$ cat src/rtl/i2c_slave_pkg.sv
package i2c_slave_pkg;
  localparam int BYTE_W = 8;
  localparam int ADDR_W = 10;
  localparam int CNT_W  = $clog2(BYTE_W + 1);

  localparam logic [1:0] REG_CTRL = 2'd0;
  localparam logic [1:0] REG_STAT = 2'd1;
  localparam logic [1:0] REG_BUF  = 2'd2;
  localparam logic [1:0] REG_OWN  = 2'd3;

  localparam logic [4:0] TEN_PREFIX = 5'b11110;

  typedef enum logic [2:0] {
    PH_IDLE,
    PH_ADDR,
    PH_ADDR2,
    PH_RX,
    PH_TX
  } phase_e;
endpackage

$ cat src/rtl/i2c_line_sync.sv
module i2c_line_sync #(
  parameter int STAGES = 2
) (
  input  logic clk_i,
  input  logic rst_ni,
  input  logic line_i,
  output logic level_o,
  output logic rise_o,
  output logic fall_o
);
  logic [STAGES-1:0] sync_q;
  logic              prev_q;

  // idle bus level is high
  always_ff @(posedge clk_i or negedge rst_ni) begin
    if (!rst_ni) begin
      sync_q <= '1;
      prev_q <= 1'b1;
    end else begin
      sync_q <= {sync_q[STAGES-2:0], line_i};
      prev_q <= sync_q[STAGES-1];
    end
  end

  assign level_o = sync_q[STAGES-1];
  assign rise_o  = level_o & ~prev_q;
  assign fall_o  = ~level_o & prev_q;
endmodule

$ cat src/rtl/i2c_addr_match.sv
module i2c_addr_match
  import i2c_slave_pkg::*;
(
  input  phase_e                  phase_i,
  input  logic                    ten_bit_i,
  input  logic [BYTE_W-1:0]       byte_i,
  input  logic [ADDR_W-1:0]       own_i,
  input  logic                    hit10_i,
  output logic                    hit_o,
  output phase_e                  next_o,
  output logic                    load_o,
  output logic                    set10_o
);
  always_comb begin
    hit_o   = 1'b0;
    next_o  = PH_IDLE;
    load_o  = 1'b0;
    set10_o = 1'b0;
    case (phase_i)
      PH_ADDR: begin
        if (ten_bit_i) begin
          if (byte_i == {TEN_PREFIX, own_i[9:8], 1'b0}) begin
            hit_o  = 1'b1;
            next_o = PH_ADDR2;
            load_o = 1'b1;
          end else if (hit10_i && byte_i == {TEN_PREFIX, own_i[9:8], 1'b1}) begin
            hit_o  = 1'b1;
            next_o = PH_TX;
          end
        end else if (byte_i[7:1] == own_i[6:0]) begin
          hit_o  = 1'b1;
          next_o = byte_i[0] ? PH_TX : PH_RX;
          load_o = ~byte_i[0];
        end
      end
      PH_ADDR2: begin
        if (byte_i == own_i[7:0]) begin
          hit_o   = 1'b1;
          next_o  = PH_RX;
          load_o  = 1'b1;
          set10_o = 1'b1;
        end
      end
      PH_RX: begin
        hit_o  = 1'b1;
        next_o = PH_RX;
        load_o = 1'b1;
      end
      default: ;
    endcase
  end
endmodule

$ cat src/rtl/i2c_slave_engine.sv
module i2c_slave_engine
  import i2c_slave_pkg::*;
#(
  parameter int SYNC_STAGES = 2
) (
  input  logic              clk_i,
  input  logic              rst_ni,
  input  logic              en_i,
  input  logic              ten_bit_i,
  input  logic [ADDR_W-1:0] own_i,
  input  logic              bf_i,
  input  logic              ovf_i,
  input  logic [BYTE_W-1:0] tx_byte_i,
  input  logic              scl_i,
  input  logic              sda_i,
  output logic              sda_oe_o,
  output logic              start_o,
  output logic              stop_o,
  output logic              load_o,
  output logic              refuse_o,
  output logic              note_o,
  output logic [BYTE_W-1:0] byte_o,
  output logic              tx_mode_o
);
  localparam logic [CNT_W-1:0] LAST_BIT = CNT_W'(BYTE_W);

  logic scl_lvl, scl_rise, scl_fall;
  logic sda_lvl, sda_rise, sda_fall;

  i2c_line_sync #(.STAGES(SYNC_STAGES)) u_scl_sync (
    .clk_i, .rst_ni, .line_i(scl_i),
    .level_o(scl_lvl), .rise_o(scl_rise), .fall_o(scl_fall)
  );
  i2c_line_sync #(.STAGES(SYNC_STAGES)) u_sda_sync (
    .clk_i, .rst_ni, .line_i(sda_i),
    .level_o(sda_lvl), .rise_o(sda_rise), .fall_o(sda_fall)
  );

  wire start_det = sda_fall & scl_lvl;
  wire stop_det  = sda_rise & scl_lvl;

  phase_e            phase_q, next_ph;
  logic [CNT_W-1:0]  cnt_q;
  logic              in_ack_q, hit10_q, mack_q;
  logic              ack_q, tx_drv_q;
  logic [BYTE_W-1:0] rx_sr_q, tx_sr_q;
  logic              hit, want_load, set10;

  i2c_addr_match u_match (
    .phase_i  (phase_q),
    .ten_bit_i(ten_bit_i),
    .byte_i   (rx_sr_q),
    .own_i    (own_i),
    .hit10_i  (hit10_q),
    .hit_o    (hit),
    .next_o   (next_ph),
    .load_o   (want_load),
    .set10_o  (set10)
  );

  always_ff @(posedge clk_i or negedge rst_ni) begin
    if (!rst_ni) begin
      phase_q  <= PH_IDLE;
      cnt_q    <= '0;
      in_ack_q <= 1'b0;
      hit10_q  <= 1'b0;
      mack_q   <= 1'b0;
      ack_q    <= 1'b0;
      tx_drv_q <= 1'b0;
      rx_sr_q  <= '0;
      tx_sr_q  <= '0;
      start_o  <= 1'b0;
      stop_o   <= 1'b0;
      load_o   <= 1'b0;
      refuse_o <= 1'b0;
      note_o   <= 1'b0;
    end else begin
      start_o  <= 1'b0;
      stop_o   <= 1'b0;
      load_o   <= 1'b0;
      refuse_o <= 1'b0;
      note_o   <= 1'b0;
      if (!en_i) begin
        phase_q  <= PH_IDLE;
        cnt_q    <= '0;
        in_ack_q <= 1'b0;
        hit10_q  <= 1'b0;
        ack_q    <= 1'b0;
        tx_drv_q <= 1'b0;
      end else if (start_det) begin
        phase_q  <= PH_ADDR;
        cnt_q    <= '0;
        in_ack_q <= 1'b0;
        ack_q    <= 1'b0;
        tx_drv_q <= 1'b0;
        start_o  <= 1'b1;
      end else if (stop_det) begin
        phase_q  <= PH_IDLE;
        cnt_q    <= '0;
        in_ack_q <= 1'b0;
        hit10_q  <= 1'b0;
        ack_q    <= 1'b0;
        tx_drv_q <= 1'b0;
        stop_o   <= 1'b1;
      end else if (phase_q != PH_IDLE) begin
        if (scl_rise) begin
          if (in_ack_q) begin
            mack_q <= ~sda_lvl;
          end else if (cnt_q < LAST_BIT) begin
            cnt_q <= cnt_q + 1'b1;
            if (phase_q != PH_TX) rx_sr_q <= {rx_sr_q[BYTE_W-2:0], sda_lvl};
          end
        end else if (scl_fall) begin
          if (in_ack_q) begin
            // end of acknowledge slot
            in_ack_q <= 1'b0;
            cnt_q    <= '0;
            ack_q    <= 1'b0;
            if (phase_q == PH_TX) begin
              if (mack_q) begin
                tx_sr_q  <= tx_byte_i;
                tx_drv_q <= 1'b1;
                note_o   <= 1'b1;
              end else begin
                phase_q  <= PH_IDLE;
              end
            end
          end else if (cnt_q == LAST_BIT) begin
            in_ack_q <= 1'b1;
            if (phase_q == PH_TX) begin
              tx_drv_q <= 1'b0;
            end else if (!hit) begin
              phase_q <= PH_IDLE;
            end else if (bf_i || ovf_i) begin
              // gated: no ACK, no load, flag only
              refuse_o <= 1'b1;
              if (phase_q != PH_RX) phase_q <= PH_IDLE;
            end else begin
              ack_q   <= 1'b1;
              phase_q <= next_ph;
              if (set10) hit10_q <= 1'b1;
              if (want_load) load_o <= 1'b1;
              else           note_o <= 1'b1;
            end
          end else if (phase_q == PH_TX && cnt_q != '0) begin
            tx_sr_q <= {tx_sr_q[BYTE_W-2:0], 1'b0};
          end
        end
      end
    end
  end

  assign sda_oe_o  = ack_q | (tx_drv_q & ~tx_sr_q[BYTE_W-1]);
  assign byte_o    = rx_sr_q;
  assign tx_mode_o = (phase_q == PH_TX);
endmodule

$ cat src/rtl/i2c_slave_regs.sv
module i2c_slave_regs
  import i2c_slave_pkg::*;
(
  input  logic              clk_i,
  input  logic              rst_ni,
  input  logic              wr_en_i,
  input  logic              rd_en_i,
  input  logic [1:0]        addr_i,
  input  logic [BYTE_W-1:0] wdata_i,
  output logic [BYTE_W-1:0] rdata_o,
  input  logic              start_i,
  input  logic              stop_i,
  input  logic              load_i,
  input  logic              refuse_i,
  input  logic              note_i,
  input  logic [BYTE_W-1:0] byte_i,
  input  logic              tx_mode_i,
  output logic              en_o,
  output logic              ten_bit_o,
  output logic [ADDR_W-1:0] own_o,
  output logic              bf_o,
  output logic              ovf_o,
  output logic [BYTE_W-1:0] buf_o,
  output logic              irq_o,
  output logic              start_seen_o,
  output logic              stop_seen_o
);
  logic [1:0]        mode_q, hi_q;
  logic              en_q, ovf_q, bf_q, irq_q, start_q, stop_q;
  logic [BYTE_W-1:0] buf_q, own_lo_q;

  always_ff @(posedge clk_i or negedge rst_ni) begin
    if (!rst_ni) begin
      mode_q   <= '0;
      hi_q     <= '0;
      en_q     <= 1'b0;
      ovf_q    <= 1'b0;
      bf_q     <= 1'b0;
      irq_q    <= 1'b0;
      start_q  <= 1'b0;
      stop_q   <= 1'b0;
      buf_q    <= '0;
      own_lo_q <= '0;
    end else begin
      if (wr_en_i) begin
        case (addr_i)
          REG_CTRL: begin
            mode_q <= wdata_i[1:0];
            en_q   <= wdata_i[2];
            ovf_q  <= wdata_i[3];
            hi_q   <= wdata_i[5:4];
          end
          REG_STAT: if (wdata_i[7]) irq_q <= 1'b0;
          REG_BUF:  buf_q <= wdata_i;
          default:  own_lo_q <= wdata_i;
        endcase
      end
      if (rd_en_i && addr_i == REG_BUF) bf_q <= 1'b0;
      // bus events take priority over software in the same cycle
      if (start_i) begin
        start_q <= 1'b1;
        stop_q  <= 1'b0;
        if (mode_q[1]) irq_q <= 1'b1;
      end
      if (stop_i) begin
        stop_q  <= 1'b1;
        start_q <= 1'b0;
        if (mode_q[1]) irq_q <= 1'b1;
      end
      if (load_i) begin
        buf_q <= byte_i;
        bf_q  <= 1'b1;
        irq_q <= 1'b1;
      end
      if (note_i) irq_q <= 1'b1;
      if (refuse_i) begin
        irq_q <= 1'b1;
        if (bf_q) ovf_q <= 1'b1;
      end
    end
  end

  always_comb begin
    case (addr_i)
      REG_CTRL: rdata_o = {2'b00, hi_q, ovf_q, en_q, mode_q};
      REG_STAT: rdata_o = {irq_q, 3'b000, tx_mode_i, stop_q, start_q, bf_q};
      REG_BUF:  rdata_o = buf_q;
      default:  rdata_o = own_lo_q;
    endcase
  end

  assign en_o         = en_q;
  assign ten_bit_o    = mode_q[0];
  assign own_o        = {hi_q, own_lo_q};
  assign bf_o         = bf_q;
  assign ovf_o        = ovf_q;
  assign buf_o        = buf_q;
  assign irq_o        = irq_q;
  assign start_seen_o = start_q;
  assign stop_seen_o  = stop_q;
endmodule

$ cat src/rtl/i2c_slave_port.sv
module i2c_slave_port
  import i2c_slave_pkg::*;
#(
  parameter int SYNC_STAGES = 2
) (
  input  logic       clk_i,
  input  logic       rst_ni,
  input  logic       scl_i,
  input  logic       sda_i,
  output logic       sda_oe_o,
  input  logic       wr_en_i,
  input  logic       rd_en_i,
  input  logic [1:0] addr_i,
  input  logic [7:0] wdata_i,
  output logic [7:0] rdata_o,
  output logic       irq_o
);
  logic              en, ten_bit, bf, ovf, start_seen, stop_seen;
  logic              start_p, stop_p, load_p, refuse_p, note_p, tx_mode;
  logic [ADDR_W-1:0] own;
  logic [BYTE_W-1:0] buf_q, rx_byte;

  i2c_slave_engine #(.SYNC_STAGES(SYNC_STAGES)) u_engine (
    .clk_i, .rst_ni,
    .en_i     (en),
    .ten_bit_i(ten_bit),
    .own_i    (own),
    .bf_i     (bf),
    .ovf_i    (ovf),
    .tx_byte_i(buf_q),
    .scl_i, .sda_i,
    .sda_oe_o,
    .start_o  (start_p),
    .stop_o   (stop_p),
    .load_o   (load_p),
    .refuse_o (refuse_p),
    .note_o   (note_p),
    .byte_o   (rx_byte),
    .tx_mode_o(tx_mode)
  );

  i2c_slave_regs u_regs (
    .clk_i, .rst_ni,
    .wr_en_i, .rd_en_i, .addr_i, .wdata_i, .rdata_o,
    .start_i     (start_p),
    .stop_i      (stop_p),
    .load_i      (load_p),
    .refuse_i    (refuse_p),
    .note_i      (note_p),
    .byte_i      (rx_byte),
    .tx_mode_i   (tx_mode),
    .en_o        (en),
    .ten_bit_o   (ten_bit),
    .own_o       (own),
    .bf_o        (bf),
    .ovf_o       (ovf),
    .buf_o       (buf_q),
    .irq_o,
    .start_seen_o(start_seen),
    .stop_seen_o (stop_seen)
  );
endmodule

$ cat config.mk
export PLATFORM = sky130hd
export DESIGN_NAME = i2c_slave_port
export DESIGN_NICKNAME = d
export VERILOG_FILES = /design/src/rtl/i2c_slave_pkg.sv /design/src/rtl/i2c_line_sync.sv /design/src/rtl/i2c_addr_match.sv /design/src/rtl/i2c_slave_engine.sv /design/src/rtl/i2c_slave_regs.sv /design/src/rtl/i2c_slave_port.sv
export SDC_FILE = /design/constraint.sdc
export NUM_CORES = 1
export LEC_CHECK = 0
export BUFFER_PORTS_ARGS = -buffer_cell sky130_fd_sc_hd__buf_2
export CAP_MARGIN = 10
export CORE_ASPECT_RATIO = 1.75
export CORE_MARGIN = 2
export CORE_UTILIZATION = 30
export DETAILED_ROUTE_END_ITERATION = 10
export PLACE_DENSITY_LB_ADDON = 0.12
export SETUP_SLACK_MARGIN = 0.05
export SYNTH_ARGS = -nofsm -noshare
export SYNTH_HDL_FRONTEND = slang
export SYNTH_SLANG_ARGS = --single-unit
$ cat constraint.sdc
create_clock -name clk_i -period 3.8 [get_ports clk_i]
set_clock_uncertainty 0.1 [all_clocks]
set_input_delay 0.57 -clock clk_i [delete_from_list [all_inputs] [get_ports clk_i]]
set_output_delay 0.57 -clock clk_i [all_outputs]
set_load 0.02 [all_outputs]
======== Yosys cells after proc, flatten, opt, wreduce, memory -nomap -nowiden ========
Cells that the tools add are included.
Widths: inputs -> output; s select.
word-level totals
  flip-flop bits (word level) ............. 65
  latch bits .............................. 0
  memory bits (writable) .................. 0
  memory bits (read-only) ................. 0
  input bits .............................. 16
  output and inout port bits .............. 10
  word-level logic and storage cells ...... 270
  memories kept ........................... 0
cells by class
  add/sub/neg operators ................... 1
  multipliers ............................. 0
  divide/modulo/power cells ............... 0
  $lt $le $gt $ge ......................... 1
  eq/ne operators ......................... 42
  shift operators ......................... 0
  mux-type cells .......................... 154
  bitwise gates (word level) .............. 19
  reductions and logical operators ........ 25
operators with widths
  operator            number
  $mux 1              113
  $mux 8              8
  $mux 3              19
  $ne 5x5->1 const B  10
  $mux 4              9
  $ne 3x3->1 const B  10
  $eq 8x8->1          3
  $pmux 8 s3          1
  $reduce_and 10->1   2
  $reduce_and 8->1    2
  $ne 4x4->1 const B  3
  $reduce_and 6->1    2
  $not 1->1           11
  $reduce_bool 2->1   5
  $pmux 3 s3          1
  $and 1x1->1         7
  $eq 7x7->1          1
  $ne 7x7->1 const B  1
  $reduce_and 7->1    1
  $eq 3x2->1 const B  2
  $pmux 1 s3          2
  $reduce_and 2->1    3
  $ne 5x4->1 const B  1
  $reduce_and 5->1    1
  other kinds (20)    24

======== Longest topological paths before layout ========
  word-level depth ........................ 17
  gate-level depth with buffers ........... 8
  depth with buffers taken out ............ 7

======== Hierarchy ========
A second synthesis with hierarchy kept.
second synthesis, totals
  cells, all modules ...................... 307
  area, all modules ....................... 3454.6 um2
modules (own cells, without submodules)
  module            times used  cells each  area each (um2)  sequential area each (um2)
  i2c_slave_engine  1           147         1670.4           825.8
  i2c_slave_regs    1           109         1291.2           650.6
  i2c_addr_match    1           41          305.3            0.0
  i2c_line_sync     2           5           93.8             78.8

======== Worst setup path after synthesis ========
No wires, ideal clock.
  path type ............................... input to output
  start point ............................. in addr_i[0]
  end point ............................... out rdata_o[2]
  data arrival time ....................... 1739 ps
  required time ........................... 3130 ps
  setup slack ............................. 1391 ps
  stages .................................. 3
  path buffers ............................ 2
  cells stage by stage .................... clkbuf_1 > clkbuf_1 > mux4_2
on the way
  cells in the longest elaborated chain, start to end .. 2
  elaborated cells between the ends (all ways) .. 4
  classes of those cells .................. eq/ne: 2; mux: 1; reduce/logical: 1
ends and longest elaborated chain
  what                                RTL line              source
  start, declared                     i2c_slave_port.sv:13  input logic [1:0] addr_i,
  $eq 2x2->1 (tied with other cells)  i2c_slave_regs.sv:84  case (addr_i)
  $pmux 8 s3 (*)                      i2c_slave_regs.sv:84
  end, declared                       i2c_slave_port.sv:15  output logic [7:0] rdata_o,
Mark *: on every way between the ends. The rest lies on a longest branch, timed or not.

======== Final worst setup path ========
  start point ............................. reg u_engine.u_scl_sync.prev_q
  end point ............................... reg u_engine.phase_q[2]
on the way
  cells in the longest elaborated chain, start to end .. 4
  elaborated cells between the ends (all ways) .. 6
  classes of those cells .................. eq/ne: 2; bitwise: 3; reduce/logical: 1
ends and longest elaborated chain
  what                                   RTL line                 source
  start, declared                        i2c_line_sync.sv:12      logic prev_q;
  start signal, assigned                 i2c_line_sync.sv:21      prev_q <= sync_q[STAGES-1];
  $not 1->1                              i2c_line_sync.sv:26      assign rise_o = level_o & ~prev_q;
  $and 1x1->1                            i2c_line_sync.sv:26
  $ne 4x4->1 (no source line)            n/a
  $reduce_and 8->1 (no source line) (*)  n/a
  end signal, assigned                   i2c_slave_engine.sv:140  phase_q <= next_ph;
  end, declared                          i2c_slave_engine.sv:42   phase_e phase_q, next_ph;
Marks and branches as above.
A chain may end at the register's enable or synchronous reset.

==> impl_metrics.toml <==
[floorplan]
dieArea_mm2 = 0.0123
die_w_um = 84.7
io_pins = 26
rows = 51
initial_core_util = 0.308
die_y_um = 145
core-area_mm2 = 0.0111

[cts]
clk_latency_ns = 0.33
clock_path_buffers = 2
cts-resized-gates = 0
cts_tree = "done"
cts.clk_slew.worst_paths_ns = 0.06
htree_num_levels = 3
cts_num_sinks = 65
cts_root_buffer = "clkbuf_16"
cts_hold_buf = 0
post_cts_buffers = 0
cts_buffers = 9

[finish]
fillers = 1168
multi_input_area_mm2 = 0.00166
n_antenna_cell = 0
drive_gt1_frac = 0.265
nets = 359
regArea_mm2 = 0.00163
syn_to_final_growth_pct = 15.4

[synthesis]
synth_edf_count = 0
synth_cell_types = 56
avgSynthCellArea_um2 = 10.9
syn_nets = 334
ys.flop_type = "dfrtp_1"
netlist_area_mm2 = 0.00342
ys_seq_elements = 65
async_flop_share = 1.00
yosys_warnings = 0
netlist_instances = 314
synth-seq-area-share = 0.478
synth_top_area_cell = "dfrtp_1"
yosys.area.top_type_share = 0.431
synth.top_cells.by_area = "dfrtp_1, mux2_2, mux2i_1, dfstp_2, o21ai_0"

[drt]
drc = 0
drt_iter0_drc = 130
wire_per_inst_um = 19.3
drtAntennaViolNets = 0
via_count = 2498
wirelength_mm = 9.19
via_per_inst = 5.25
drtPass1Iterations = 4

[place]
place_congestion = 0.825
dp_hpwl_mm = 6.77
io_buffer_count = 25

[hold_path]
min_path_type = "in -> async"

[critical_path]
worstPathRequired_ns = 3.97
critPathKind = "reg -> reg"
reg2reg_depth = 7
cp-start-kind = "flip-flop"
crit_fanout = 11
critPathCaptureType = "flip-flop"
critical_path_arrival_ns = 2.76

[sta]
relSlewSlack = 0.402
finalSetupTns_ns = 0
setup_violations = 0
finalCritPeriodShare = 0.681
max_freq_mhz = 386
fin_crit_ns = 2.59
tightest_slew_ns = 0.897
final-hold-violation-count = 0
finalMaxSlewViolations = 0
hold_ws_ns = 0.195
rsz0062_at_grt = "no"

[global_routing]
grt_pass1_vias = 2637
antenna_found_initial = 0
gr-total-overflow = 0
grt.total_usage = 0.158
grt_max_degree = 37
grt_pass1_wl_mm = 14.8

[power_and_ir_drop]
p_per_area_mw_per_mm2 = 488
vdd_drop_max_v = 0.000256
p_leak_nw = 1.68

[outcome]
outcome = "completed"

[flow_run]
max_cap_violations = 0
-- through the flow --
step	instance area (um2)	util	std cells	power, W	worst slack (ns)
CTS	3950	0.356	476	0.00195	1.21
global route	3950	0.356	476	0.00202	1.09
floorplan	3420	-	314	0.00101	1.39
detailed placement	3650	0.329	460	0.00112	1.21
global placement	3650	0.329	460	0.00111	1.27
finish	3950	0.356	476	0.00193	1.21
-- cells in the final DEF (no fill, tap or decap), types with 8 or more instances in the layout --
| cell type | count |
|---|---|
| buf_2 | 25 |
| xor2_1 | 10 |
| nor2_1 | 19 |
| mux2_2 | 22 |
| o21ai_0 | 22 |
| a21oi_1 | 15 |
| inv_1 | 9 |
| xnor2_1 | 8 |
| dfrtp_1 | 59 |
| nand2_1 | 26 |
| nand3_1 | 10 |
| clkbuf_16 | 9 |
| mux2i_1 | 19 |
-- worst max-delay path, stage by stage (launching register included) --
cell and delay, ns:
dfstp_2 0.52, inv_1 0.04, ha_1 0.29, nand2b_1 0.31, or3_1 0.39, o311a_2 0.44
a2111oi_0 0.30, a21o_1 0.13
-- state kept, by name, indices dropped and copies added (netlist names), 2 cells and up --
name,count
u_engine.u_sda_sync.sync_q,2
u_regs.buf_o,8
u_engine.phase_q,3
u_regs.hi_q,2
u_regs.own_lo_q,8
u_engine.byte_o,8
u_regs.mode_q,2
u_engine.cnt_q,4
u_engine.tx_sr_q,8
u_engine.u_scl_sync.sync_q,2
-- synth_stat cells (all sizes together), types with 2 or more instances --
cell      n
a2111oi   2
a21o      4
a21oi    15
a22o      2
buf       6
clkbuf    9
dfrtp    59
dfstp     6
ha        4
inv       9
mux2     22
mux2i    19
mux4      4
nand2    26
nand2b    4
nand3    10
nand3b    2
nand4b    4
nor2     19
nor2b     6
nor3      6
nor3b     4
nor4      7
o21ai    23
o31a      3
or3       2
or4b      2
xnor2     8
xor2     10
-- kinds of logic (layout without fill, tap and decap cells) --
logic type | after synthesis | after routing | share of synthesized area
AOI/OAI and AO/OA | 60 | 60 | 0.118
adders and majority gates | 4 | 4 | 0.0146
muxes | 45 | 45 | 0.154
DFF | 65 | 65 | 0.478
and+or+nand+nor | 98 | 98 | 0.153
xor gates and xnor gates | 18 | 18 | 0.0461
buffers and inverters | 24 | 54 | 0.0366
-- layer usage --
layer / part of all wire / global-route usage / routed length (um) / up-vias
met1: 0.39 / 0.176 / 3610 / 1272
met4: 0.036 / 0.0810 / 327 / 0
met2: 0.55 / 0.282 / 5080 / 35
met3: 0.019 / 0.0267 / 172 / 14
met5: 0 / 0 / 0 / -
li1: - / - / - / 1177
-- final cells by class --
cell class,count,area share
Clock inverter,6,0.0146
Sequential cell,65,0.414
Clock buffer,10,0.0605
Timing Repair Buffer,29,0.0393
Inverter,9,0.00856
Multi-Input combinational cell,225,0.421
Tap cell,132,0.0418
-- final timing paths --
path	start	to	slack (ns)
setup / recovery	u_engine.u_scl_sync.prev_q$_DFF_PN1_	u_engine.phase_q[2]$_DFFE_PN0P_	1.21
min in group clk_i	sda_i	u_engine.u_sda_sync.sync_q[0]$_DFF_PN1_	0.24
setup reg to reg	u_engine.u_scl_sync.prev_q$_DFF_PN1_	u_engine.phase_q[2]$_DFFE_PN0P_	1.21
max in group asynchronous	rst_ni	u_engine.u_scl_sync.sync_q[1]$_DFF_PN1_	2.42
hold reg to reg	u_engine.u_sda_sync.sync_q[0]$_DFF_PN1_	u_engine.u_sda_sync.sync_q[1]$_DFF_PN1_	0.25
hold / removal	rst_ni	u_engine.tx_drv_q$_DFFE_PN0P_	0.20
-- report_power, final --
group / switching (W) / total [W] / internal [W]
sequential: 0.0000814 / 0.000838 / 0.000756
clock: 0.000308 / 0.000828 / 0.000520
combinational: 0.000144 / 0.000261 / 0.000117
total: 0.000533 / 0.00193 / 0.00139
Note: power is estimated with default switching activity, not from simulation.
